<file path="config.mk">
export PLATFORM = sky130hd
export DESIGN_NAME = pe_lock_bank
export DESIGN_NICKNAME = d
export VERILOG_FILES = /design/src/rtl/pe_lock_pkg.sv /design/src/rtl/pe_lock_decode.sv /design/src/rtl/pe_lock_flags.sv /design/src/rtl/pe_lock_branch.sv /design/src/rtl/pe_lock_bank.sv
export SDC_FILE = /design/constraint.sdc
export NUM_CORES = 1
export LEC_CHECK = 0
export BUFFER_PORTS_ARGS = -buffer_cell sky130_fd_sc_hd__buf_4
export CAP_MARGIN = 30
export CORE_MARGIN = 2
export CORE_UTILIZATION = 45
export CTS_CLUSTER_DIAMETER = 120
export CTS_CLUSTER_SIZE = 40
export DETAILED_ROUTE_END_ITERATION = 10
export PLACE_DENSITY = 0.84
export SYNTH_ARGS = -nofsm -noshare
export SYNTH_HDL_FRONTEND = slang
export SYNTH_SLANG_ARGS = --single-unit
</file>
<file path="constraint.sdc">
create_clock -name clk -period 3.5 [get_ports clk]
set_input_delay 0.7 -clock clk [delete_from_list [all_inputs] [get_ports clk]]
set_output_delay 0.7 -clock clk [all_outputs]
set_load 0.005 [all_outputs]
</file>
<file path="src/rtl/pe_lock_pkg.sv">
package pe_lock_pkg;

    localparam int unsigned PE_COUNT = 16;
    localparam int unsigned OPND_W   = 32;

    typedef enum logic [1:0] {
        RQ_IDLE    = 2'b00,
        RQ_LOCK    = 2'b01,
        RQ_TRYLOCK = 2'b10,
        RQ_UNLOCK  = 2'b11
    } lock_req_e;

    // Flag-change intent produced by the decoder for one cycle
    typedef struct packed {
        logic [PE_COUNT-1:0] raise;
        logic [PE_COUNT-1:0] drop;
    } flag_update_t;

    function automatic logic [PE_COUNT-1:0] onehot_of(input int unsigned idx);
        logic [PE_COUNT-1:0] v;
        v = '0;
        for (int unsigned b = 0; b < PE_COUNT; b++) begin
            if (b == idx) v[b] = 1'b1;
        end
        return v;
    endfunction

endpackage

</file>
<file path="src/rtl/pe_lock_decode.sv">
module pe_lock_decode
    import pe_lock_pkg::*;
#(
    parameter int unsigned NUM_PE = PE_COUNT,
    parameter int unsigned OP_W   = OPND_W,
    localparam int unsigned IDX_W = (NUM_PE > 1) ? $clog2(NUM_PE) : 1
) (
    input  logic                clk,
    input  logic                rst,
    input  lock_req_e           req,
    input  logic [IDX_W-1:0]    core_idx,
    input  logic [OP_W-1:0]     operand,
    output logic [NUM_PE-1:0]   raise_vec,
    output logic [NUM_PE-1:0]   drop_vec
);

    logic [NUM_PE-1:0] self_bit;

    always_comb begin
        self_bit = '0;
        for (int unsigned b = 0; b < NUM_PE; b++) begin
            if (b == 32'(core_idx)) self_bit[b] = 1'b1;
        end
    end

    always_comb begin
        raise_vec = '0;
        drop_vec  = '0;
        unique case (req)
            RQ_LOCK, RQ_TRYLOCK: raise_vec = self_bit;
            RQ_UNLOCK:           drop_vec  = operand[NUM_PE-1:0];
            default: ;
        endcase
    end


    raise_single_chk: assert property (@(posedge clk) disable iff (rst)
        $onehot0(raise_vec));


    unlock_no_raise_chk: assert property (@(posedge clk) disable iff (rst)
        (req == RQ_UNLOCK) |-> (raise_vec == '0));

endmodule

</file>
<file path="src/rtl/pe_lock_flags.sv">
module pe_lock_flags
    import pe_lock_pkg::*;
#(
    parameter int unsigned NUM_PE = PE_COUNT
) (
    input  logic                clk,
    input  logic                rst,
    input  logic [NUM_PE-1:0]   raise_vec,
    input  logic [NUM_PE-1:0]   drop_vec,
    output logic [NUM_PE-1:0]   flags
);

    // One flip-flop per element; a raise outranks a drop of the same bit
    for (genvar g = 0; g < NUM_PE; g++) begin : g_flag
        always_ff @(posedge clk) begin
            if (rst)               flags[g] <= 1'b0;
            else if (raise_vec[g]) flags[g] <= 1'b1;
            else if (drop_vec[g])  flags[g] <= 1'b0;
        end
    end


    reset_clear_chk: assert property (@(posedge clk)
        rst |=> (flags == '0));


    raise_lands_chk: assert property (@(posedge clk) disable iff (rst)
        (|raise_vec) |=> ((flags & $past(raise_vec)) == $past(raise_vec)));


    drop_lands_chk: assert property (@(posedge clk) disable iff (rst)
        (|drop_vec) |=> ((flags & $past(drop_vec & ~raise_vec)) == '0));


    idle_hold_chk: assert property (@(posedge clk) disable iff (rst)
        (raise_vec == '0 && drop_vec == '0) |=> $stable(flags));

endmodule

</file>
<file path="src/rtl/pe_lock_branch.sv">
module pe_lock_branch
    import pe_lock_pkg::*;
#(
    parameter int unsigned NUM_PE = PE_COUNT,
    localparam int unsigned IDX_W = (NUM_PE > 1) ? $clog2(NUM_PE) : 1
) (
    input  lock_req_e           req,
    input  logic [IDX_W-1:0]    core_idx,
    input  logic [NUM_PE-1:0]   flags,
    output logic                taken
);

    logic own_flag;

    always_comb begin
        own_flag = 1'b0;
        for (int unsigned b = 0; b < NUM_PE; b++) begin
            if (b == 32'(core_idx)) own_flag = flags[b];
        end
    end

    always_comb begin
        unique case (req)
            RQ_TRYLOCK: taken = ~own_flag;
            RQ_LOCK:    taken = own_flag;
            default:    taken = 1'b0;
        endcase
    end

endmodule

</file>
<file path="src/rtl/pe_lock_bank.sv">
module pe_lock_bank
    import pe_lock_pkg::*;
#(
    parameter int unsigned NUM_PE = PE_COUNT,
    parameter int unsigned OP_W   = OPND_W,
    localparam int unsigned IDX_W = (NUM_PE > 1) ? $clog2(NUM_PE) : 1
) (
    input  logic                clk,
    input  logic                rst,
    input  logic [1:0]          req_i,
    input  logic [IDX_W-1:0]    core_i,
    input  logic [OP_W-1:0]     operand_i,
    output logic                taken_o,
    output logic [NUM_PE-1:0]   flags_o
);

    lock_req_e    req_kind;
    flag_update_t upd;

    assign req_kind = lock_req_e'(req_i);

    pe_lock_decode #(.NUM_PE(NUM_PE), .OP_W(OP_W)) u_decode (
        .clk       (clk),
        .rst       (rst),
        .req       (req_kind),
        .core_idx  (core_i),
        .operand   (operand_i),
        .raise_vec (upd.raise),
        .drop_vec  (upd.drop)
    );

    pe_lock_flags #(.NUM_PE(NUM_PE)) u_flags (
        .clk       (clk),
        .rst       (rst),
        .raise_vec (upd.raise),
        .drop_vec  (upd.drop),
        .flags     (flags_o)
    );

    pe_lock_branch #(.NUM_PE(NUM_PE)) u_branch (
        .req       (req_kind),
        .core_idx  (core_i),
        .flags     (flags_o),
        .taken     (taken_o)
    );


    trylock_free_chk: assert property (@(posedge clk) disable iff (rst)
        (req_i == 2'b10 && !flags_o[core_i]) |-> taken_o);


    lock_held_chk: assert property (@(posedge clk) disable iff (rst)
        (req_i == 2'b01) |-> (taken_o == flags_o[core_i]));


    idle_not_taken_chk: assert property (@(posedge clk) disable iff (rst)
        (req_i == 2'b00 || req_i == 2'b11) |-> !taken_o);


    lock_sets_chk: assert property (@(posedge clk) disable iff (rst)
        (req_i == 2'b01) |=> flags_o[$past(core_i)]);

endmodule

</file>
==> flow_summary.toml <==
[run_status]
outcome = "completed"

[layout]
largest_reg_flops = 16
nFillCells = 179
nNetsFinal = 199
diodes = 0
syn2layout_area_growth_pct = 37.1
final_layout_size_suffix_gt1_share_pct = 31.6
reg_top3 = "u_flags.flags x16"
regMostFlops = "u_flags.flags"

[grt]
antenna_found_initial = 0
grt_pass1_vias = 955
grt_pass1_wl_mm = 4.02
gr-total-overflow = 0
track_usage_pct = 20.7
grt_start_max_net_pins = 17

[setup_path]
critPathRequiredTime_ps = 2800
cpPeakStageDelay_ps = 370
rrSetupSlack_ps = 2820
cp_slowest_cell = "mux2_2"
critPathLaunchType = "primary input"
cp_cell_sequence = "buf_4 -> mux2_2 -> a221oi_1 -> nor2_1 -> a2111o_1 -> nand3_1 -> buf_4"
cp_num_buf_inv = 2
crit_family = "compound AO/OA/AOI/OAI gates"
r2r-start = "u_flags.flags[7]"
crit_fanout = 12
cp-end-kind = "primary output"
crit_top_cell = "buf_4"
worstSetupPathType = "primary input to primary output"
rr_worst_depth = 2
r2r_end = "u_flags.flags[7]"
arrival_ps = 2220

[timing]
relSlewSlack_pct = 62.0
hold_violations = 0
fin_skew_ps = 0
setup_viol = 0
tightest_slew_ps = 570
min_period_over_period_pct = 83.3
fin_ws_ps = 584
whs_ps = 540
fmax_mhz = 343
min_period_ps = 2920
rsz0062_at_grt = "false"
finalMaxSlewViolations = 0
finalSetupTns_ps = 0

[logic_synthesis]
syn-num-nets = 161
synthDistinctLibCells = 28
netlist.top_cell.by_area = "dfxtp_1"
synth_xor_area_share_pct = 0
synth_seq_cells = 16
muxShareOfSynthArea_pct = 5.34
synth_top_family_by_area = "simple AND/OR/NAND/NOR gates"
synth_cells = 118
synth_common_cells = "nor2_1 (21), nand2_1 (20), a22oi_1 (16), dfxtp_1 (16), inv_1 (6)"
yosysMostFrequentCell = "nor2_1"
synth-compound-area-share_pct = 24.1
netlist.area_leader.share_pct = 35.1
seq_area_frac_synth_pct = 35.1
synthFlopType = "dfxtp_1"
syn_area_per_cell_um2 = 7.74
synth-simple-area-share_pct = 25.5
synthArstFlopShare_pct = 0
synth_edf_count = 0
yosys.area_share.adder_pct = 4.11
synth.area.top_cells = "dfxtp_1 (35%), a22oi_1 (13%), nor2_1 (8.6%)"
synth_area_um2 = 913
yosysWarnings = 0

[cts]
clkTransAtPathRegs_ps = 90
clockRootBuffer = "clkbuf_4"
insertion_delay_ps = 300
cts_tree = "built"
numCtsBuffers = 3
cts.sinks = 16
cts_hold_buf = 0
post_cts_buffers = 0
cts-resized-gates = 0
htreeDepth = 1
cts_buffer_depth = 2

[routing]
wl_per_cell_um = 13.4
drc = 0
vias = 988
wl_mm = 2.43
drt-pass1-iter-count = 4
drtIter0Drc = 38
drt-vias-per-instance = 5.43
ant_nets = 0

[floorplan]
coreArea_mm2 = 0.00194
die_h_um = 49.1
die_x_um = 49.1
start_util_pct = 47.0
num_rows = 16
dieArea_mm2 = 0.00241
io_pins = 57

[min_path]
min_path_type = "flop to flop"
hold_depth = 2
min_from = "u_flags.flags[2]"
hold_end = "u_flags.flags[2]"

[placed_design]
gp_congestion = 0.755
numPortBuffers = 40
dp_hpwl_mm = 1.79
dpl_worst_slack_ps = 611

[power]
leakage_nw = 0.565
power_density_mw_per_mm2 = 315
peakVddDrop_uv = 292

[flow_run]
maxCapViolCount = 0
-- logic make-up after synthesis --
kind of cell               after synthesis
muxes                                    4
adders and majority gates                3
AOI/OAI and AO/OA                       28
and+or+nand+nor                         54
buffers and inverters                   13
DFF                                     16
-- cell type report --
cell class / instances / area [um^2] / share of cell area (%)
Multi-Input combinational cell: 89 / 539 / 43.1
Tap cell: 27 / 33.8 / 2.70
Timing Repair Buffer: 40 / 300 / 24.0
Clock buffer: 4 / 36.3 / 2.90
Inverter: 6 / 22.5 / 1.80
Sequential cell: 16 / 320 / 25.6
-- worst max path at each step --
stage | from | to | slack, ps | cells after the start
floorplan | core_i[1] | taken_o | 980 | 5
global placement | core_i[1] | taken_o | 600 | 7
detailed placement | core_i[1] | taken_o | 610 | 7
CTS | core_i[1] | taken_o | 600 | 7
global route | core_i[1] | taken_o | 510 | 7
finish | core_i[1] | taken_o | 580 | 7
-- layer usage --
metal	part of all wire, %	track usage (%)	vias to the layer above
li1	-	-	488
met1	42	25.8	467
met2	52	36.5	31
met3	4.9	2.45	2
met4	0.66	7.62	0
met5	0	0	-
-- worst reg2reg max path: stages, from the launching register on --
cell	delay, ps
dfxtp_1	340
a22oi_1	170
nor2_1	60
-- power by group --
part	leakage (nW)	total, mW	internal, mW	switching, mW
clock	0.0210	0.127	0.0634	0.0637
sequential	0.129	0.190	0.186	0.00334
combinational	0.415	0.0781	0.0391	0.0390
total	0.565	0.395	0.289	0.106
-- stage by stage --
step	power, mW	std cells	cell area, um^2	util, %
3_5_place_dp	0.271	178	1220	62.6
4_1_cts	0.394	182	1250	64.5
3_3_place_gp	0.269	178	1220	62.6
5_1_grt	0.411	182	1250	64.5
6_report	0.395	182	1250	64.5
2_1_floorplan	0.233	118	913	-
-- cell usage in the layout, fill, tap and decap left out, types with 2 or more instances in the layout --
| cell type | netlist | routed |
|---|---|---|
| a22oi_1 | 16 | 16 |
| a21o_1 | 2 | 2 |
| ha_1 | 3 | 3 |
| nand3_1 | 4 | 4 |
| nor2_1 | 21 | 21 |
| a32oi_1 | 2 | 2 |
| inv_1 | 6 | 6 |
| o211ai_1 | 2 | 2 |
| mux2_2 | 3 | 3 |
| nand2_1 | 20 | 20 |
| dfxtp_1 | 16 | 16 |
| clkbuf_4 | 0 | 3 |
| nor2b_1 | 4 | 4 |
| buf_4 | 1 | 40 |
(Power assumes the default switching activity.)
